$ cat config.mk
export PLATFORM = sky130hd
export DESIGN_NAME = conv_rate_timer
export DESIGN_NICKNAME = d
export VERILOG_FILES = /design/src/rtl/conv_timer_pkg.sv /design/src/rtl/cr_period_calc.sv /design/src/rtl/cr_counter.sv /design/src/rtl/conv_rate_timer.sv
export SDC_FILE = /design/constraint.sdc
export NUM_CORES = 1
export LEC_CHECK = 0
export ABC_CLOCK_PERIOD_IN_PS = 4100
export BUFFER_PORTS_ARGS = -buffer_cell sky130_fd_sc_hd__buf_2
export CAP_MARGIN = 20
export CORE_ASPECT_RATIO = 0.9
export CORE_MARGIN = 10
export CORE_UTILIZATION = 43
export DETAILED_ROUTE_END_ITERATION = 10
export PLACE_DENSITY_LB_ADDON = 0.08
export SYNTH_ARGS = -nofsm -noshare
export SYNTH_HDL_FRONTEND = slang
export SYNTH_HIERARCHICAL = 1
export SYNTH_SLANG_ARGS = --single-unit
$ cat constraint.sdc
create_clock -name clk -period 4.1 [get_ports clk]
set_clock_uncertainty 0.1 [all_clocks]
set_input_delay 0.205 -clock clk [delete_from_list [all_inputs] [get_ports clk]]
set_output_delay 0.205 -clock clk [all_outputs]
set_load 0.1 [all_outputs]
$ cat src/rtl/conv_timer_pkg.sv
package conv_timer_pkg;
  localparam int SF_W         = 8;
  localparam int PLAIN_MULT   = 8;
  localparam int CHOP_MULT    = 24;
  localparam int MIN_SF_PLAIN = 3;
  localparam int MIN_SF_CHOP  = 13;
  localparam int RESET_SF     = 69;
  localparam int MAX_PERIOD   = CHOP_MULT * ((1 << SF_W) - 1);
  localparam int CNT_W        = $clog2(MAX_PERIOD + 1);

  typedef logic [CNT_W-1:0] period_t;

  // Period length in modulator enables for a word and chop setting.
  function automatic period_t period_of(input int sf, input logic chop);
    int eff;
    int lo;
    lo  = chop ? MIN_SF_CHOP : MIN_SF_PLAIN;
    eff = (sf < lo) ? lo : sf;
    return period_t'(eff * (chop ? CHOP_MULT : PLAIN_MULT));
  endfunction
endpackage

$ cat src/rtl/cr_period_calc.sv
module cr_period_calc
  import conv_timer_pkg::*;
(
  input  logic [SF_W-1:0] sf_word,
  input  logic            chop_en,
  output period_t         period
);
  localparam logic [SF_W-1:0] LO_PLAIN = SF_W'(MIN_SF_PLAIN);
  localparam logic [SF_W-1:0] LO_CHOP  = SF_W'(MIN_SF_CHOP);

  logic [SF_W-1:0] floor_w;
  logic [SF_W-1:0] eff_w;

  always_comb begin
    floor_w = chop_en ? LO_CHOP : LO_PLAIN;
    eff_w   = (sf_word < floor_w) ? floor_w : sf_word;
    if (chop_en) period = period_t'(eff_w) * period_t'(CHOP_MULT);
    else         period = period_t'(eff_w) * period_t'(PLAIN_MULT);
  end
endmodule

$ cat src/rtl/cr_counter.sv
module cr_counter
  import conv_timer_pkg::*;
(
  input  logic    clk,
  input  logic    rst,
  input  logic    mod_en,
  input  logic    restart,
  input  period_t next_period,
  output logic    finish,
  output logic    ready
);
  localparam period_t RESET_PERIOD = period_of(RESET_SF, 1'b0);
  localparam period_t SMALLEST     = period_t'(PLAIN_MULT * MIN_SF_PLAIN);
  localparam period_t LARGEST      = period_t'(MAX_PERIOD);

  period_t cnt_q;
  period_t per_q;
  logic    last_cnt;

  assign last_cnt = (cnt_q == per_q - 1'b1);
  assign finish   = mod_en && last_cnt && !restart;

  always_ff @(posedge clk) begin
    if (rst) begin
      cnt_q <= '0;
      per_q <= RESET_PERIOD;
      ready <= 1'b0;
    end else if (restart) begin
      cnt_q <= '0;
      per_q <= next_period;
      ready <= 1'b0;
    end else begin
      ready <= finish;
      if (mod_en) begin
        if (last_cnt) begin
          cnt_q <= '0;
          per_q <= next_period;
        end else begin
          cnt_q <= cnt_q + 1'b1;
        end
      end
    end
  end


  ready_one_cycle_chk: assert property (@(posedge clk) disable iff (rst)
    ready |=> !ready);

  restart_kills_strobe_chk: assert property (@(posedge clk) disable iff (rst)
    restart |=> !ready);

  hold_without_enable_chk: assert property (@(posedge clk) disable iff (rst)
    (!mod_en && !restart) |=> (cnt_q == $past(cnt_q)));

  period_floor_chk: assert property (@(posedge clk) disable iff (rst)
    per_q >= SMALLEST);

  period_ceiling_chk: assert property (@(posedge clk) disable iff (rst)
    per_q <= LARGEST);

  count_in_range_chk: assert property (@(posedge clk) disable iff (rst)
    cnt_q < per_q);
endmodule

$ cat src/rtl/conv_rate_timer.sv
module conv_rate_timer
  import conv_timer_pkg::*;
(
  input  logic            clk,
  input  logic            rst,
  input  logic            mod_en,
  input  logic [SF_W-1:0] sf_word,
  input  logic            chop_en,
  input  logic            restart,
  output logic            ready,
  output logic            busy
);
  period_t next_period;
  logic    finish;

  cr_period_calc u_calc (
    .sf_word (sf_word),
    .chop_en (chop_en),
    .period  (next_period)
  );

  cr_counter u_count (
    .clk         (clk),
    .rst         (rst),
    .mod_en      (mod_en),
    .restart     (restart),
    .next_period (next_period),
    .finish      (finish),
    .ready       (ready)
  );

  always_ff @(posedge clk) begin
    if (rst || restart) busy <= 1'b1;
    else if (finish)    busy <= 1'b0;
  end


  busy_clear_on_strobe_chk: assert property (@(posedge clk) disable iff (rst)
    ready |-> !busy);

  busy_rise_cause_chk: assert property (@(posedge clk) disable iff (rst)
    $rose(busy) |-> $past(restart));
endmodule

==> key figures, run 1 <==
Synth
  – Average size of a mapped cell: 8.12 sq um
  – Post-synth EDFFs: 0
  – Seq/Total Area, Yosys: 0.248
  – Synth Area in Compound Gates: 0.181
  – Ys async rst share: 0
  – Yosys warning count: 6
  – Cell variety after synth: 59
  – Post-synthesis cell count: 278
  – Synth Area in Adders: 0.0754
  – Synth Register Bits: 28
  – Largest family of logic cells by synthesized area: simple AND/OR/NAND/NOR gates
  – Mapped cell area: 2260 sq um
  – Mux contribution to synthesized area: 0.0532
  – Synth Area in XOR/XNOR: 0.105
  – Post-Synth Simple-Gate Area: 0.279
  – Most used DFF post-synth: dfxtp_1

Cells and area
  – # nets final: 312
  – Fill cells: slightly below 500
  – Post-Layout Cell Count: 350
  – Number of diodes: 0
  – Area Growth Syn to Fin: 6.10%
  – Sequential cell area: 561 sq um
  – Layout cells sized above 1: 0.105
  – Finished Cell Area: about 2400 sq um
  – Multi-input gate area: approximately 1600 sq um

Global route
  – Vias in the first global route: 1,670
  – Grt ovf: 0
  – GRT Total Usage: 0.118
  – Largest net degree at the start of global routing: 20
  – Global-route wire length before repair: 8.23 mm
  – Initial antenna violation count: 0

Drt
  – WL/cell: between 10 and 15 um
  – Routed Antenna Nets: 0
  – Total Wirelength: 4.87 mm
  – Drt first pass iters: 4
  – DRC: 0
  – Starting DRT DRC Count: 157
  – Vias per cell: 5.31
  – Via Count: 1,859

Clocking
  – CTS Buf Count: 3
  – Setup bufs post-CTS: 0
  – Root Driver: clkbuf_8
  – Hold buffers post-CTS: 0
  – Worst-Skew Late Latency: roughly 0.27 ns
  – Clock transition at path regs: about 0.090 ns
  – Post-CTS Resized: 0
  – CTS Buffer Depth: 2
  – Htree depth: 1
  – # clock sinks: 28
  – CTS tree: built

Setup path
  – Crit-path most repeated cell: nor2_1
  – Critical path arrival: between 3 and 4 ns
  – Crit Path Category: in2reg
  – Worst Setup Start Kind: primary input
  – CP max stage cell: or4_4
  – Cell Chain, Critical Path: buf_2 > inv_2 > ha_1 > a21oi_1 > a21boi_4 > nor2_1 > nand2_1 > o21a_1 > ha_1 > inv_1 > fa_1 > nor2b_1 > or4_4 > a31oi_1 > a221o_1 > nor2_1 > mux2i_1 > nor2_1
  – FF-to-FF End: u_count/cnt_q[8]$_SDFFE_PP0P_
  – Crit path max fanout: 13
  – R2R setup slack: between 1 and 1.5 ns
  – Reg-to-reg startpoint: u_count/per_q[0]$_SDFFE_PP0P_
  – Worst R2R Path Depth: 8
  – Crit. End Element: flip-flop
  – Worst path max stage delay: 0.45 ns
  – Crit path from: chop_en
  – Critical Path RT: 4.16 ns

STA
  – Period utilization: 0.816
  – Min Tclk post-route: 3.34 ns
  – Slew headroom: 0.569
  – RSZ-0062 raised after global routing: false
  – Setup_tns: 0 ns
  – Final setup viols: 0
  – Final hold violations: 0
  – Slew Viols, Final: 0
  – Worst-Margin Slew: ~0.64 ns
  – Fmax achieved: between 200 and 300 MHz

Run status
  – Status: finished clean

Placed design
  – Post-DP HPWL: 3.86 mm
  – GP Congestion: 0.849
  – PortBufs: 14
  – Cell area after placement: 2340 sq um
  – DP Cell Count: 346

Floorplan
  – I/O pins: 15
  – Die Ht: between 80 and 90 um
  – Initial Util: 0.456
  – Die Area: between 8000 and 9000 sq um
  – Row count: 24
  – Core area: slightly below 5000 sq um
  – Die Width: 96.4 um

Worst hold path
  – Hold Path Class: in2reg
  – Hold path endpoint: busy$_SDFFE_PP1P_
  – Worst min-delay path startpoint: restart
  – Worst hold stages: 3

Power and ir drop
  – VDD IR max: between 0.00015 and 0.0002 V
  – Pleak: 0.000996 uW
  – Power per cell area: between 200 and 300 nW/um^2

Flow run
  – Max-capacitance violation count: 0
## placed cells by master (no fill, tap or decap), drive strengths merged, types with 4 or more instances in the layout
cell type   n
nor2       30
dfxtp      28
nand2      19
xnor2      18
buf        15
nand3      13
mux2i      12
ha         12
a21oi      11
inv        11
o21ai      11
and2       10
nor3        9
xor2        9
or3         5
a21o        5
and3        5
a211oi      5
clkbuf      4
nand2b      4
nor2b       4
nand3b      4
## synthesized netlist by cell type, types with 2 or more instances
cell type  instances  area, sq um
a211oi_1           3         22.5
a211oi_2           2         25.0
a21o_1             5         37.5
a21oi_1           11         55.1
a31oi_1            3         18.8
and2_1            10         62.6
and3_1             5         31.3
buf_4              4         30.0
buf_6              2         22.5
clkbuf_1           7         26.3
dfxtp_1           28          561
ha_1              12          150
inv_1              9         33.8
mux2i_1           12          120
nand2_1           19         71.3
nand2b_1           4         25.0
nand3_1           12         60.1
nand3b_1           4         30.0
nand4_1            2         12.5
nand4b_1           3         26.3
nor2_1            30          113
nor2b_1            4         25.0
nor3_1             9         45.0
o21a_1             2         15.0
o21ai_0            6         30.0
o21ai_1            5         25.0
o2bb2ai_1          2         17.5
o31ai_1            3         22.5
or3_1              5         31.3
xnor2_1           18          158
xor2_1             9         78.8
## cells by family (layout without fill, tap and decap cells)
kind of cell / count (synthesis) / in the layout
and+or+nand+nor: 118 / 118
AOI/OAI and AO/OA: 54 / 54
DFF: 28 / 28
xor gates and xnor gates: 27 / 27
buffers and inverters: 25 / 30
adders and majority gates: 13 / 13
muxes: 12 / 12
other: 1 / 3
## state kept, by name, summed over array words and instances (netlist names)
| name | flops |
|---|---|
| u_count/per_q | 13 |
| u_count/ready | 1 |
| u_count/cnt_q | 13 |
| busy | 1 |
## worst max-delay path: cells and delay by family
family	cells	cell delay [ns]
simple gates	6	1.04
buf+inv	3	0.43
compound gates	5	0.88
mux	1	0.13
fa+ha+maj	3	0.75
## stage by stage
step                      hold WS [ns]  total power (uW)  setup WS, ns   util
after CTS                       0.0669               633         0.772  0.483
after global placement           0.343               460         0.542  0.472
after detailed placement         0.341               460         0.489  0.472
after floorplan                  0.208               427          1.12      -
after global routing            0.0846               664         0.568  0.483
final                           0.0710               624         0.756  0.483
## worst max path at each step
stage                                     endpoint  slack, ns  cells after the start
global placement    u_count/per_q[10]$_SDFFE_PP0P_       0.54                     18
detailed placement  u_count/per_q[10]$_SDFFE_PP0P_       0.49                     18
CTS                 u_count/per_q[10]$_SDFFE_PP0P_       0.77                     18
global route        u_count/per_q[10]$_SDFFE_PP0P_       0.57                     17
floorplan           u_count/per_q[10]$_SDFFE_PP0P_       1.12                     17
finish              u_count/per_q[10]$_SDFFE_PP0P_       0.76                     18
## routing by layer
metal,vias up,global-route usage,share of wire
li1,999,-,-
met1,837,0.178,0.57
met2,21,0.168,0.41
met3,2,0.0237,0.018
met4,0,0.0185,0.0035
met5,-,0,0
## area by class of cell
| type | instances | share of cell area |
|---|---|---|
| well taps | 65 | 0.0340 |
| inverters | 11 | 0.0183 |
| repair buffers | 15 | 0.0324 |
| multi-input cells | 227 | 0.658 |
| flip-flops and latches | 28 | 0.234 |
| clock buffers | 4 | 0.0230 |
## power by group
group | switching, uW | leakage (uW) | internal, uW
Combinational | 89.8 | 0.000739 | 68.2
Sequential | 15.1 | 0.000228 | 282
Clock | 83.5 | 0.0000288 | 85.9
No activity file was read; power rests on OpenSTA's default activity.
==> run 2, diff against run 1 <==
--- a/config.mk
+++ b/config.mk
@@ -5,7 +5,7 @@
 export SDC_FILE = /design/constraint.sdc
 export NUM_CORES = 1
 export LEC_CHECK = 0
-export ABC_CLOCK_PERIOD_IN_PS = 4100
+export ABC_CLOCK_PERIOD_IN_PS = 3300
 export BUFFER_PORTS_ARGS = -buffer_cell sky130_fd_sc_hd__buf_2
 export CAP_MARGIN = 20
 export CORE_ASPECT_RATIO = 0.9
==> constraint.sdc (replaced) <==
create_clock -name clk -period 3.3 [get_ports clk]
set_clock_uncertainty 0.1 [all_clocks]
set_input_delay 0.165 -clock clk [delete_from_list [all_inputs] [get_ports clk]]
set_output_delay 0.165 -clock clk [all_outputs]
set_load 0.1 [all_outputs]
==> run 2 against run 1 <==
  * Setup slack worse by 0.47 ns
  * Cell count increased by 0.86%
  * Combinational power grew 27%
  * Sequential power increased by 24%
  * Non-clock buffer count grew 3
  * Global-route usage decreased by 0.19 points
  * Via count shrank 0.54%
  * Worst hold slack got worse by 0.030 ns
  * Critical path type unchanged
  * Largest power group unchanged
  * Highest routed layer unchanged
==> key figures, run 2 (synthesis results as in run 1) <==
Clocking
  – Setup bufs post-CTS: 0 (unchanged)
  – Post-CTS Resized: 0 (unchanged)
  – Root Driver: clkbuf_8 (unchanged)
  – Clock transition at path regs: 0.09 ns (about the same)
  – CTS tree: built (unchanged)
  – CTS Buf Count: 3 (unchanged)
  – Worst-Skew Late Latency: 0.27 ns (about the same)
  – CTS Buffer Depth: 2 (unchanged)
  – Htree depth: 1 (unchanged)
  – # clock sinks: 28 (unchanged)
  – Hold buffers post-CTS: 0 (unchanged)

Worst hold path
  – Hold Path Class: in2reg (unchanged)

Cells and area
  – Layout cells sized above 1: 0.115 (was 0.105)
  – Area Growth Syn to Fin: 7.10% (was 6.10%)
  – Commonest non-fill, non-tap cell in the layout: nor2_1 (unchanged)
  – Most frequent cells in the layout: nor2_1 (30), dfxtp_1 (28), nand2_1 (19), xnor2_1 (18), buf_2 (14) (unchanged)
  – Biggest regs: u_count/cnt_q: 13 flops, u_count/per_q: 13 flops (unchanged)
  – # nets final: 315 (was 312)
  – Number of diodes: 0 (unchanged)
  – Post-Layout Cell Count: 353 (was 350)

Run status
  – Status: finished clean (unchanged)

Setup path
  – Crit Path Category: in2reg (unchanged)
  – Crit path max fanout: 5 (was 13)
  – Crit. End Element: flip-flop (unchanged)
  – Critical path arrival: 3.07 ns (was 3.41 ns)
  – Worst Setup Start Kind: primary input (unchanged)
  – Critical Path RT: 3.36 ns (was 4.16 ns)

Drt
  – Starting DRT DRC Count: 129 (was 157)
  – WL/cell: 13.6 um (was 13.9 um)
  – Vias per cell: 5.24 (was 5.31)
  – Total Wirelength: 4.81 mm (was 4.87 mm)
  – Drt first pass iters: 4 (unchanged)
  – DRC: 0 (unchanged)
  – Routed Antenna Nets: 0 (unchanged)
  – Via Count: 1,849 (was 1,859)

STA
  – Slew Viols, Final: 0 (unchanged)
  – RSZ-0062 raised after global routing: false (unchanged)
  – Period utilization: 0.914
  – Fmax achieved: 331 MHz
  – Final hold violations: 0 (unchanged)
  – WHS: 0.0408 ns (was 0.0710 ns)
  – Final setup viols: 0 (unchanged)
  – Min Tclk post-route: 3.02 ns
  – Worst-Margin Slew: 0.667 ns (was 0.643 ns)
  – Setup_tns: 0 ns (unchanged)
  – Slew headroom: 0.552 (was 0.569)

Placed design
  – Post-DP HPWL: 3.83 mm (was 3.86 mm)
  – PortBufs: 14 (unchanged)
  – DP Cell Count: 349 (was 346)
  – GP Congestion: 0.817 (was 0.849)

Global route
  – Grt ovf: 0 (unchanged)
  – Initial antenna violation count: 0 (unchanged)
  – Vias in the first global route: 1,698 (was 1,670)
  – Largest net degree at the start of global routing: 20 (unchanged)
  – GRT Total Usage: 0.116 (was 0.118)
  – Global-route wire length before repair: 8.18 mm (was 8.23 mm)

Power and ir drop
  – VDD IR max: 0.000179 V (was 0.000186 V)
  – Power per cell area: 321 nW/um^2 (was 261 nW/um^2)
  – Pleak: 0.00101 uW (was 0.000996 uW)
  – Pwr Total: 777 uW (was 624 uW)

Floorplan
  – Die Area: 8550 sq um (unchanged)
  – Initial Util: 0.456 (unchanged)
  – I/O pins: 15 (unchanged)
  – Core area: 4950 sq um (unchanged)
  – Row count: 24 (unchanged)
  – Die Ht: 88.7 um (unchanged)
  – Die Width: 96.4 um (unchanged)

Flow run
  – Max-capacitance violation count: 0 (unchanged)
==> run 2: cell count changes in the layout (fill, tap and decap cells not counted) <==
| cell | change |
|---|---|
| buf_4 | +3 |
==> run 2: area by class of cell <==
type / instances / area [sq um]
clock buffers: 4 / 55.1
fillers: 495 / 2540
inverters: 11 / 43.8
multi-input cells: 227 / 1580
flip-flops and latches: 28 / 561
well taps: 65 / 81.3
repair buffers: 18 / 100
==> run 2: worst max-delay path: stages <==
cell	delay, ns
buf_2	0.11
inv_2	0.05
ha_1	0.28
a21oi_1	0.26
a21boi_4	0.09
nor2_1	0.21
nand2_1	0.17
o21a_1	0.16
ha_1	0.22
inv_1	0.08
fa_1	0.21
nor2b_1	0.08
or4_4	0.43
a31oi_1	0.17
a221o_1	0.16
nor2_1	0.04
mux2i_1	0.13
nor2_1	0.06
==> run 2: final timing paths <==
kind / startpoint / end / slack (ns) / cells after the start
min: restart / busy$_SDFFE_PP1P_ / 0.04 / 3
min reg2reg: busy$_SDFFE_PP1P_ / busy$_SDFFE_PP1P_ / 0.35 / 2
max reg2reg: u_count/per_q[0]$_SDFFE_PP0P_ / u_count/per_q[10]$_SDFFE_PP0P_ / 0.43 / 9
max: chop_en / u_count/per_q[10]$_SDFFE_PP0P_ / 0.28 / 18
==> run 2: per-layer routing <==
layer,part of all wire,global-route usage,vias up
met5,0,0,-
met4,0.0023,0.0119,0
met3,0.041,0.0271,2
met2,0.40,0.160,33
met1,0.56,0.179,810
li1,-,-,1004
==> run 2: power by group <==
part	switching [uW]	internal [uW]	leakage (uW)
Combinational	112	87.8	0.000754
Clock	103	107	0.0000288
Sequential	17.3	350	0.000228
Total	232	545	0.00101
==> run 2: per-stage QoR <==
| stage | util | worst slack, ns | area [sq um] |
|---|---|---|---|
| 2_1_floorplan | - | 0.359 | 2260 |
| 3_3_place_gp | 0.477 | 0.0886 | 2360 |
| 3_5_place_dp | 0.477 | 0.0392 | 2360 |
| 4_1_cts | 0.488 | 0.323 | 2420 |
| 5_1_grt | 0.488 | 0.0411 | 2420 |
| 6_report | 0.488 | 0.283 | 2420 |
==> run 3, diff against run 2 <==
--- a/config.mk
+++ b/config.mk
@@ -5,14 +5,15 @@
 export SDC_FILE = /design/constraint.sdc
 export NUM_CORES = 1
 export LEC_CHECK = 0
-export ABC_CLOCK_PERIOD_IN_PS = 3300
+export ABC_CLOCK_PERIOD_IN_PS = 3400
 export BUFFER_PORTS_ARGS = -buffer_cell sky130_fd_sc_hd__buf_2
 export CAP_MARGIN = 20
 export CORE_ASPECT_RATIO = 0.9
 export CORE_MARGIN = 10
 export CORE_UTILIZATION = 43
+export CTS_BUF_LIST = sky130_fd_sc_hd__clkbuf_4 sky130_fd_sc_hd__clkbuf_8
 export DETAILED_ROUTE_END_ITERATION = 10
-export PLACE_DENSITY_LB_ADDON = 0.08
+export PLACE_DENSITY = 0.64
 export SYNTH_ARGS = -nofsm -noshare
 export SYNTH_HDL_FRONTEND = slang
 export SYNTH_HIERARCHICAL = 1
==> constraint.sdc (replaced) <==
create_clock -name clk -period 3.4 [get_ports clk]
set_clock_uncertainty 0.1 [all_clocks]
set_input_delay 0.17 -clock clk [delete_from_list [all_inputs] [get_ports clk]]
set_output_delay 0.17 -clock clk [all_outputs]
set_load 0.1 [all_outputs]
==> run 3 against run 2 <==
  * Combinational power shrank 5%
  * Clock power grew 27%
  * Register-to-register slack gained 0.17 ns
  * Critical endpoint is now u_count/per_q[12]$_SDFFE_PP0P_
  * Highest routed layer unchanged
==> key figures, run 3 (synthesis results as in run 1) <==
Drt
  – Routed Antenna Nets: 0 (unchanged)
  – DRC: 0 (unchanged)
  – Total Wirelength: 4.87 mm (was 4.81 mm)
  – WL/cell: 13.8 um (was 13.6 um)
  – Starting DRT DRC Count: 101 (was 129)
  – Drt first pass iters: 4 (unchanged)
  – Via Count: 1,931 (was 1,849)
  – Vias per cell: 5.49 (was 5.24)

Setup path
  – Crit path from: chop_en (unchanged)
  – Critical path arrival: 3.23 ns (was 3.07 ns)
  – Crit. End Element: flip-flop (unchanged)
  – Worst R2R Path Depth: 9 (unchanged)
  – Critical Path RT: 3.52 ns (was 3.36 ns)
  – Cell Chain, Critical Path: buf_2 > buf_4 > ha_1 > nand3_1 > a21boi_4 > nor2_1 > nand2_1 > o21a_1 > ha_1 > inv_1 > fa_1 > nor2b_1 > o31a_1 > nor2_1 > o31ai_1 > mux2i_1 > nor2_1 (was buf_2 > inv_2 > ha_1 > a21oi_1 > a21boi_4 > nor2_1 > nand2_1 > o21a_1 > ha_1 > inv_1 > fa_1 > nor2b_1 > or4_4 > a31oi_1 > a221o_1 > nor2_1 > mux2i_1 > nor2_1)
  – Worst Setup Start Kind: primary input (unchanged)
  – Reg-to-reg startpoint: u_count/per_q[0]$_SDFFE_PP0P_ (unchanged)
  – Crit path max fanout: 12 (was 5)
  – Crit-path most repeated cell: nor2_1 (unchanged)
  – CP max stage cell: fa_1 (was or4_4)
  – Top delay family on crit path: compound AO/OA/AOI/OAI gates (was simple AND/OR/NAND/NOR gates)
  – R2R setup slack: 0.60 ns (was 0.43 ns)
  – Worst Setup EP: u_count/per_q[12]$_SDFFE_PP0P_ (was u_count/per_q[10]$_SDFFE_PP0P_)
  – Crit Path Category: in2reg (unchanged)
  – Crit path buf inv count: 3 (unchanged)
  – Cell depth of the worst setup path: 17 (was 18)
  – Worst path max stage delay: 0.40 ns (was 0.43 ns)
  – FF-to-FF End: u_count/per_q[6]$_SDFFE_PP0P_ (was u_count/per_q[10]$_SDFFE_PP0P_)

STA
  – RSZ-0062 raised after global routing: false (unchanged)
  – Min Tclk post-route: 3.11 ns
  – Slew Viols, Final: 0 (unchanged)
  – Final setup viols: 0 (unchanged)
  – Setup_tns: 0 ns (unchanged)
  – Final setup margin: 0.289 ns (was 0.283 ns)
  – Slew headroom: 0.603 (was 0.552)
  – Final hold violations: 0 (unchanged)
  – Fmax achieved: 321 MHz
  – Period utilization: 0.915
  – Worst-Margin Slew: 0.593 ns (was 0.667 ns)

Global route
  – Grt ovf: 0 (unchanged)
  – Global-route wire length before repair: 8.57 mm (was 8.18 mm)
  – GR Util met1: 0.173 (was 0.179)
  – Largest net degree at the start of global routing: 20 (unchanged)
  – Initial antenna violation count: 0 (unchanged)
  – M2 GR Usage: 0.181 (was 0.160)
  – Vias in the first global route: 1,866 (was 1,698)
  – GRT Total Usage: 0.120 (was 0.116)
  – Busiest grt layer: met2 (was met1)
  – Met3 usage: 0.0212 (was 0.0271)

Clocking
  – CTS Buf Count: 3 (unchanged)
  – CTS tree: built (unchanged)
  – Hold buffers post-CTS: 0 (unchanged)
  – Htree depth: 1 (unchanged)
  – # clock sinks: 28 (unchanged)
  – Post-CTS Resized: 0 (unchanged)
  – CTS Buffer Depth: 2 (unchanged)
  – Setup bufs post-CTS: 0 (unchanged)
  – Worst-Skew Late Latency: 0.28 ns (was 0.27 ns)
  – Root Driver: clkbuf_8 (unchanged)
  – Clock transition at path regs: 0.10 ns (was 0.09 ns)

Power and ir drop
  – VDD IR max: 0.000187 V (was 0.000179 V)
  – Clock network power share: 0.326 (was 0.270)
  – Int Pwr: 582 uW (was 545 uW)
  – Reg power frac: 0.439 (was 0.473)
  – P_sw: 234 uW (was 232 uW)
  – Comb pwr share: 0.235 (was 0.257)
  – Switching part of the total: 0.287 (was 0.299)
  – Power per cell area: 336 nW/um^2 (was 321 nW/um^2)
  – Pwr Total: 815 uW (was 777 uW)
  – Pleak: 0.00101 uW (about the same)

Cells and area
  – Layout cells sized above 1: 0.111 (was 0.115)
  – Commonest non-fill, non-tap cell in the layout: nor2_1 (unchanged)
  – Most frequent cells in the layout: nor2_1 (30), dfxtp_1 (28), nand2_1 (19), xnor2_1 (18), buf_2 (14) (unchanged)
  – Number of diodes: 0 (unchanged)
  – Biggest regs: u_count/cnt_q: 13 flops, u_count/per_q: 13 flops (unchanged)
  – Area Growth Syn to Fin: 7.48% (was 7.10%)
  – # nets final: 314 (was 315)
  – Post-Route Utilization: 0.490 (was 0.488)

Worst hold path
  – Hold Path Class: in2reg (unchanged)

Floorplan
  – Die Area: 8550 sq um (unchanged)
  – Row count: 24 (unchanged)
  – Initial Util: 0.456 (unchanged)
  – Core area: 4950 sq um (unchanged)
  – Die Ht: 88.7 um (unchanged)
  – Die Width: 96.4 um (unchanged)
  – I/O pins: 15 (unchanged)

Placed design
  – Post-DP HPWL: 3.75 mm (was 3.83 mm)
  – PortBufs: 14 (unchanged)
  – Setup WS pre-CTS: -0.0230 ns (was 0.0392 ns)
  – GP Congestion: 0.910 (was 0.817)

Flow run
  – Max-capacitance violation count: 0 (unchanged)

Run status
  – Status: finished clean (unchanged)
run 3: worst reg2reg max path, cell delays in order (launching register included):
cell	delay [ns]
dfxtp_1	0.37
inv_1	0.07
ha_1	0.37
or4b_1	0.47
a311oi_1	0.24
a211oi_1	0.15
o41ai_4	0.34
buf_4	0.30
mux2i_1	0.23
nor2_1	0.05
run 3: worst min path at each step:
stage / start / endpoint / slack [ns] / depth (start not counted)
2_1_floorplan: rst / busy$_SDFFE_PP1P_ / 0.17 / 2
3_3_place_gp: restart / busy$_SDFFE_PP1P_ / 0.33 / 3
3_5_place_dp: restart / busy$_SDFFE_PP1P_ / 0.34 / 3
4_1_cts: restart / busy$_SDFFE_PP1P_ / 0.04 / 3
5_1_grt: restart / busy$_SDFFE_PP1P_ / 0.08 / 3
6_report: restart / busy$_SDFFE_PP1P_ / 0.05 / 3
run 3: layout make-up:
type,count,area [sq um]
clock buffers,3,41.3
clock inverters,1,30.0
fillers,487,2530
well taps,65,81.3
inverters,11,43.8
flip-flops and latches,28,561
multi-input cells,227,1580
repair buffers,17,92.6
run 3: through the flow:
stage	cell area, sq um	hold WS, ns	instances
floorplan	2260	0.173	280
global placement	2350	0.327	348
detailed placement	2350	0.335	348
CTS	2430	0.0429	352
global route	2430	0.0796	352
finish	2430	0.0504	352
run 3: power groups by stage:
stage          sequential, uW  combinational, uW  clock [uW]
5_1_grt                   360                217         286
3_3_place_gp              364                189           0
3_5_place_dp              365                190           0
2_1_floorplan             360                156           0
6_report                  358                191         266
4_1_cts                   358                191         274
run 3: layer usage:
metal | wire (um) | part of all wire
met5 | 0 | 0
met4 | 43 | 0.0088
met2 | 2070 | 0.43
met1 | 2610 | 0.54
met3 | 145 | 0.030
